$ cat src/rtl/bank_capture_pkg.sv
package bank_capture_pkg;
  localparam int unsigned DEF_BANKS  = 4;
  localparam int unsigned DEF_CHAR_W = 8;
endpackage

$ cat src/rtl/bank_decode.sv
module bank_decode #(
  parameter int unsigned NUM_BANKS = 4,
  localparam int unsigned SEL_W = (NUM_BANKS > 1) ? $clog2(NUM_BANKS) : 1
) (
  input  logic [SEL_W-1:0]     sel,
  output logic [NUM_BANKS-1:0] hit
);
  for (genvar i = 0; i < NUM_BANKS; i++) begin : g_hit
    assign hit[i] = (sel == SEL_W'(i));
  end
endmodule

$ cat src/rtl/char_latch.sv
module char_latch #(
  parameter int unsigned CHAR_W = 8
) (
  input  logic              clk,
  input  logic              rst,
  input  logic              hit,
  input  logic              clr,
  input  logic [CHAR_W-1:0] sense,
  output logic [CHAR_W-1:0] q
);
  // Set-only cell: OR with its own state, clear term has priority.
  always_ff @(posedge clk) begin
    if (rst) begin
      q <= '0;
    end else if (hit) begin
      if (clr) q <= '0;
      else     q <= q | sense;
    end
  end
endmodule

$ cat src/rtl/out_gate.sv
module out_gate #(
  parameter int unsigned NUM_BANKS = 4,
  parameter int unsigned CHAR_W    = 8
) (
  input  logic                              clk,
  input  logic                              rst,
  input  logic [NUM_BANKS-1:0]              hit,
  input  logic [NUM_BANKS-1:0][CHAR_W-1:0]  banks,
  input  logic                              rd_en,
  input  logic                              inh_en,
  output logic [CHAR_W-1:0]                 sel_val,
  output logic [CHAR_W-1:0]                 rd_data,
  output logic [CHAR_W-1:0]                 inh_data
);
  // AND-OR select stands in for a wired bus: nothing selected gives zero.
  always_comb begin
    sel_val = '0;
    for (int i = 0; i < NUM_BANKS; i++) begin
      if (hit[i]) sel_val = sel_val | banks[i];
    end
  end

  always_ff @(posedge clk) begin
    if (rst) begin
      rd_data  <= '0;
      inh_data <= '0;
    end else begin
      rd_data  <= rd_en  ? sel_val : '0;
      inh_data <= inh_en ? sel_val : '0;
    end
  end
endmodule

$ cat src/rtl/reset_check.sv
module reset_check #(
  parameter int unsigned CHAR_W = 8
) (
  input  logic              clk,
  input  logic              rst,
  input  logic              cyc_start,
  input  logic [CHAR_W-1:0] sel_val,
  output logic              err
);
  always_ff @(posedge clk) begin
    if (rst)                          err <= 1'b0;
    else if (cyc_start && |sel_val)   err <= 1'b1;
  end
endmodule

$ cat src/rtl/bank_capture_reg.sv
module bank_capture_reg
  import bank_capture_pkg::*;
#(
  parameter int unsigned NUM_BANKS = DEF_BANKS,
  parameter int unsigned CHAR_W    = DEF_CHAR_W,
  localparam int unsigned SEL_W    = (NUM_BANKS > 1) ? $clog2(NUM_BANKS) : 1
) (
  input  logic              clk,
  input  logic              rst,
  input  logic [SEL_W-1:0]  bank_sel,
  input  logic [CHAR_W-1:0] sense,
  input  logic              clr,
  input  logic              rd_en,
  input  logic              inh_en,
  input  logic              cyc_start,
  output logic [CHAR_W-1:0] rd_data,
  output logic [CHAR_W-1:0] inh_data,
  output logic              read_err
);
  logic [NUM_BANKS-1:0]             hit;
  logic [NUM_BANKS-1:0][CHAR_W-1:0] banks;
  logic [CHAR_W-1:0]                sel_val;

  bank_decode #(.NUM_BANKS(NUM_BANKS)) u_dec (
    .sel (bank_sel),
    .hit (hit)
  );

  for (genvar b = 0; b < NUM_BANKS; b++) begin : g_bank
    char_latch #(.CHAR_W(CHAR_W)) u_cell (
      .clk   (clk),
      .rst   (rst),
      .hit   (hit[b]),
      .clr   (clr),
      .sense (sense),
      .q     (banks[b])
    );
  end

  out_gate #(.NUM_BANKS(NUM_BANKS), .CHAR_W(CHAR_W)) u_out (
    .clk      (clk),
    .rst      (rst),
    .hit      (hit),
    .banks    (banks),
    .rd_en    (rd_en),
    .inh_en   (inh_en),
    .sel_val  (sel_val),
    .rd_data  (rd_data),
    .inh_data (inh_data)
  );

  reset_check #(.CHAR_W(CHAR_W)) u_chk (
    .clk       (clk),
    .rst       (rst),
    .cyc_start (cyc_start),
    .sel_val   (sel_val),
    .err       (read_err)
  );
endmodule

$ cat config.mk
export PLATFORM = sky130hd
export DESIGN_NAME = bank_capture_reg
export DESIGN_NICKNAME = d
export VERILOG_FILES = /design/src/rtl/bank_capture_pkg.sv /design/src/rtl/bank_decode.sv /design/src/rtl/char_latch.sv /design/src/rtl/out_gate.sv /design/src/rtl/reset_check.sv /design/src/rtl/bank_capture_reg.sv
export SDC_FILE = /design/constraint.sdc
export NUM_CORES = 1
export LEC_CHECK = 0
export BUFFER_PORTS_ARGS = -buffer_cell sky130_fd_sc_hd__buf_2
export CAP_MARGIN = 20
export CORE_MARGIN = 2
export CORE_UTILIZATION = 53
export CTS_CLUSTER_SIZE = 12
export DETAILED_ROUTE_END_ITERATION = 10
export GPL_TIMING_DRIVEN = 0
export HOLD_SLACK_MARGIN = 0.02
export PLACE_DENSITY = 0.84
export SLEW_MARGIN = 15
export SYNTH_ARGS = -nofsm -noshare
export SYNTH_HDL_FRONTEND = slang
export SYNTH_HIERARCHICAL = 1
export SYNTH_SLANG_ARGS = --single-unit
$ cat constraint.sdc
create_clock -name clk -period 2 [get_ports clk]
set_clock_uncertainty 0.05 [all_clocks]
set_input_delay 0.3 -clock clk [delete_from_list [all_inputs] [get_ports clk]]
set_output_delay 0.3 -clock clk [all_outputs]
set_load 0.05 [all_outputs]
## Word-level counts from Yosys, hierarchy flattened

Cells that the tools add are included.
W data, S select, Z words.

- Bits in registers: 49
- Input bits: 16
- Output and inout port bits: 17
- Logic and storage cells: 32

- Equal/unequal tests: 3
- Muxes and demuxes: 8
- Bitwise operators: 9
- Reductions and logical operators: 5

Operator list:

| operator | number |
|---|---|
| $mux W8 | 8 |
| $or A8 B8 Y8 | 7 |
| $reduce_or A8 Y1 | 1 |
| $eq A2 B2 Y1 const B | 2 |
| $reduce_or A2 Y1 | 2 |
| $eq A2 B1 Y1 const B | 1 |
| $logic_not A2 Y1 | 1 |
| $not A1 Y1 | 2 |
| $logic_and A1 B1 Y1 | 1 |

## Depth between registers and ports, before layout

- Depth after elaboration: 10
- Depth in mapped cells: 7
- Depth with buffers taken out: 6

## Hierarchy

The synthesis kept the hierarchy.

Modules (own cells, without submodules):

| module | times used | cells each | area each (um^2) | sequential area each (um^2) |
|---|---|---|---|---|
| char_latch | 4 | 26 | 256.5 | 160.2 |
| out_gate | 1 | 64 | 703.2 | 320.3 |
| reset_check | 1 | 6 | 48.8 | 20.0 |
| bank_decode | 1 | 4 | 26.3 | 0.0 |

## Worst setup path before layout

No wires, ideal clock.

- Path kind: input to register
- Start point: input bank_sel[0]
- End point: register u_chk.err
- Library setup time: 0.118 ns
- Arrival time: 1.591 ns
- Slack: 0.241 ns
- Stages: 7
- Path through: and2b_2 > buf_6 > a22oi_2 > nand2_1 > or4_1 > o21ai_1 > a21oi_1

- Longest elaborated chain between the ends: 10
- Elaborated cells on any way between the ends: 13

RTL lines:

| item | line | source |
|---|---|---|
| start, declared | bank_capture_reg.sv:10 | `input logic [SEL_W-1:0] bank_sel,` |
| $logic_not A2 Y1 | bank_decode.sv:9 | `assign hit[i] = (sel == SEL_W'(i));` |
| $mux W8 | out_gate.sv:19 | `if (hit[i]) sel_val = sel_val \| banks[i];` |
| $or A8 B8 Y8 | out_gate.sv:19 |  |
| $mux W8 | out_gate.sv:19 |  |
| $or A8 B8 Y8 | out_gate.sv:19 |  |
| $mux W8 | out_gate.sv:19 |  |
| $or A8 B8 Y8 | out_gate.sv:19 |  |
| $mux W8 * | out_gate.sv:19 |  |
| net sel_val[7] | bank_capture_reg.sv:22 | `logic [CHAR_W-1:0] sel_val;` |
| $reduce_or A8 Y1 * | reset_check.sv:12 | `else if (cyc_start && \|sel_val) err <= 1'b1;` |
| $logic_and A1 B1 Y1 * | reset_check.sv:12 |  |
| end signal, assigned | reset_check.sv:11 | `if (rst) err <= 1'b0;` |
| end signal, assigned | reset_check.sv:12 |  |
| end, declared | reset_check.sv:8 | `output logic err` |

The timed path passes the listed nets; every way through them passes the cells marked *.
A chain may end at the register's enable or synchronous reset.

## Final worst setup path

- Start point: input bank_sel[0]
- End point: register u_chk.err

- Elaborated cells on any way between the ends: 13

RTL lines:

| item | line | source |
|---|---|---|
| $eq A2 B2 Y1 * | bank_decode.sv:9 |  |
| net hit[2] | bank_capture_reg.sv:20 | `logic [NUM_BANKS-1:0] hit;` |
| $mux W8 * | out_gate.sv:19 |  |
| $or A8 B8 Y8 | out_gate.sv:19 |  |
| $mux W8 * | out_gate.sv:19 |  |
| net sel_val[7] | bank_capture_reg.sv:22 |  |
| $reduce_or A8 Y1 * | reset_check.sv:12 |  |
| $logic_and A1 B1 Y1 * | reset_check.sv:12 |  |

Marked as above.

==> impl_metrics.env <==
export IMPL_hold_viol_final=0
export IMPL_num_vias=1359
export IMPL_max_freq_mhz=608
export IMPL_synth_edf_count=0
export IMPL_synthTopCellsByArea="dfxtp_1, a21oi_1, a22oi_2"
export IMPL_routabilityCongestion=0.722
export IMPL_grt_overflow_total=0
export IMPL_worst_slew_pin_slew_ns=0.246
export IMPL_finalSetupViolCount=0
export IMPL_cts_root_buf="clkbuf_4"
export IMPL_hp_class="in -> reg"
export IMPL_antenna_cells=0
export IMPL_start_util_pct=54.5
export IMPL_path_max_fanout=8
export IMPL_dp_hpwl_mm=2.58
export IMPL_insertion_delay_ns=0.36
export IMPL_drtIter0Drc=111
export IMPL_yosys_area_share_simple_pct=11.3
export IMPL_dp_slack_ns=-0.00335
export IMPL_netlist_area_mm2=0.00180
export IMPL_holdBufCountCts=0
export IMPL_finalMaxSlewViolations=0
export IMPL_cts_sinks=49
export IMPL_period_minus_slack_ns=1.64
export IMPL_yosysTopAreaCell="dfxtp_1"
export IMPL_yosysSeqAreaShare_pct=54.4
export IMPL_grt_pass1_vias=1306
export IMPL_drc=0
export IMPL_min_delay_start="cyc_start"
export IMPL_wl_per_cell_um=13.1
export IMPL_critical_path_required_ns=2.21
export IMPL_end_kind="flip-flop"
export IMPL_pwr_density_cell_mw_per_mm2=814
export IMPL_cts_buffers_inserted=5
export IMPL_ctsResizeCount=0
export IMPL_ys_ff_latch=49
export IMPL_syn_num_nets=194
export IMPL_muxShareOfSynthArea_pct=0
export IMPL_ios=33
export IMPL_netlist_instances=178
export IMPL_grt_usage_pct=19.6
export IMPL_cts_path_max_buffers=2
export IMPL_viasPerCell=5.15
export IMPL_avgSynthCellArea_um2=10.1
export IMPL_ys_flop_type="dfxtp_1"
export IMPL_synth_top_family_by_area="compound AO/OA/AOI/OAI gates"
export IMPL_core_area_mm2=0.00331
export IMPL_portBuffers=32
export IMPL_num_rows=21
export IMPL_critPathLaunchType="primary input"
export IMPL_rsz0062_at_grt="false"
export IMPL_die_y_um=62.3
export IMPL_p_total_mw=1.69
export IMPL_reg2reg_slack_ns=0.41
export IMPL_synth_xor_area_share_pct=0
export IMPL_nets=233
export IMPL_leakage_nw=0.894
export IMPL_synth_compound_area_share_pct=28.8
export IMPL_post_route_period_util_pct=82.2
export IMPL_fin_cells=264
export IMPL_netlist_cell_type_count=17
export IMPL_layout_common_cells="a21oi_1, dfxtp_1, nor2_1, buf_2, a22oi_2"
export IMPL_ys_warn_count=6
export IMPL_synthArstFlopShare_pct=0
export IMPL_status="finished clean"
export IMPL_fillerInstances=266
export IMPL_grt_max_degree=15
export IMPL_holdPathStages=3
export IMPL_crit_arrival_ns=1.85
export IMPL_antenna_found_initial=0
export IMPL_reg2reg_to="u_chk/err"
export IMPL_r2r_start="g_bank[2].u_cell/q[7]"
export IMPL_vdd_drop_max_mv=0.367
export IMPL_dieWidth_um=62.3
export IMPL_tritoncts="built"
export IMPL_worst_slack_ns=0.356
export IMPL_max_slew_margin_rel_pct=83.6
export IMPL_cap_violations=0
export IMPL_whs_ns=0.158
export IMPL_drt_wl_total_mm=3.45
export IMPL_htree_levels=2
export IMPL_hold_end="u_chk/err"
export IMPL_utilization_pct=62.7
export IMPL_r2r_cells=5
export IMPL_ant_nets=0
export IMPL_crit_type="in -> reg"
export IMPL_synth_top_area_share_pct=54.4
export IMPL_dp_cells=256
export IMPL_grt_first_pass_wirelength_mm=5.86
export IMPL_fp_dieArea_mm2=0.00389
export IMPL_drive_gt1_share_pct=32.1
export IMPL_post_cts_setup_buffers=0
export IMPL_first_pass_iters=4
export IMPL_clkTransAtPathRegs_ns=0.13
export IMPL_synthAdderAreaFrac_pct=0
export IMPL_area_growth_pct=15.0
how the worst max path moves through the flow:
stage,from,end,cells after the start
final,bank_sel[0],u_chk/err,8
after global routing,bank_sel[0],u_chk/err,8
after CTS,bank_sel[0],u_chk/err,8
after detailed placement,bank_sel[0],u_chk/err,8
after global placement,bank_sel[0],u_chk/err,8
after floorplan,bank_sel[0],u_chk/err,7
through the flow:
stage                TNS, ns  instance area, µm²
finish                     0                2070
global placement           0                2020
detailed placement  -0.00335                2020
floorplan                  0                1800
CTS                        0                2070
global route               0                2070
synthesized netlist by cell type, types with 2 or more instances:
master / number
nand2b_1: 2
nand2_1: 8
a21o_4: 4
dfxtp_1: 49
nor2_1: 33
a22oi_2: 15
clkbuf_2: 2
or4_1: 2
buf_6: 7
a21oi_1: 49
sequential cells by signal (all words and copies together), names as in the netlist:
register,flops
u_out/rd_data,8
g_bank.u_cell/q,32
u_out/inh_data,8
u_chk/err,1
routing by layer:
layer  wire (µm)  part of all wire, %  global-route usage, %  vias to the layer above
met5           0                    0                      0                        -
met4          56                  1.6                   12.5                        0
met3         216                  6.3                   3.62                        6
met2        1670                   48                   33.0                       54
met1        1510                   44                   23.0                      604
li1            -                    -                      -                      695
power by group:
group	leakage (nW)	internal [mW]	switching, mW
Combinational	0.469	0.0837	0.136
Sequential	0.399	1.02	0.0232
Clock	0.0255	0.139	0.291
Total	0.894	1.24	0.450
kinds of logic after synthesis:
group                  Yosys count
AOI/OAI and AO/OA               70
DFF                             49
and+or+nand+nor                 48
buffers and inverters           11
layout make-up:
| type | instances | area (µm²) | share of cell area, % |
|---|---|---|---|
| Clock buffer | 7 | 45.0 | 2.17 |
| Sequential cell | 49 | 981 | 47.3 |
| Multi-Input combinational cell | 118 | 723 | 34.9 |
| Tap cell | 46 | 57.6 | 2.77 |
| Buffer | 10 | 96.3 | 4.64 |
| Inverter | 1 | 3.75 | 0.181 |
| Clock inverter | 1 | 7.51 | 0.362 |
| Timing Repair Buffer | 32 | 160 | 7.72 |
worst max-delay path: stages:
cell and delay (ns):
buf_2 0.10, and2b_2 0.23, buf_6 0.15, a22oi_2 0.23
nand2_1 0.09, or4_1 0.54, o21ai_1 0.15, a21oi_1 0.08
Power figures use the tool's default switching activity.
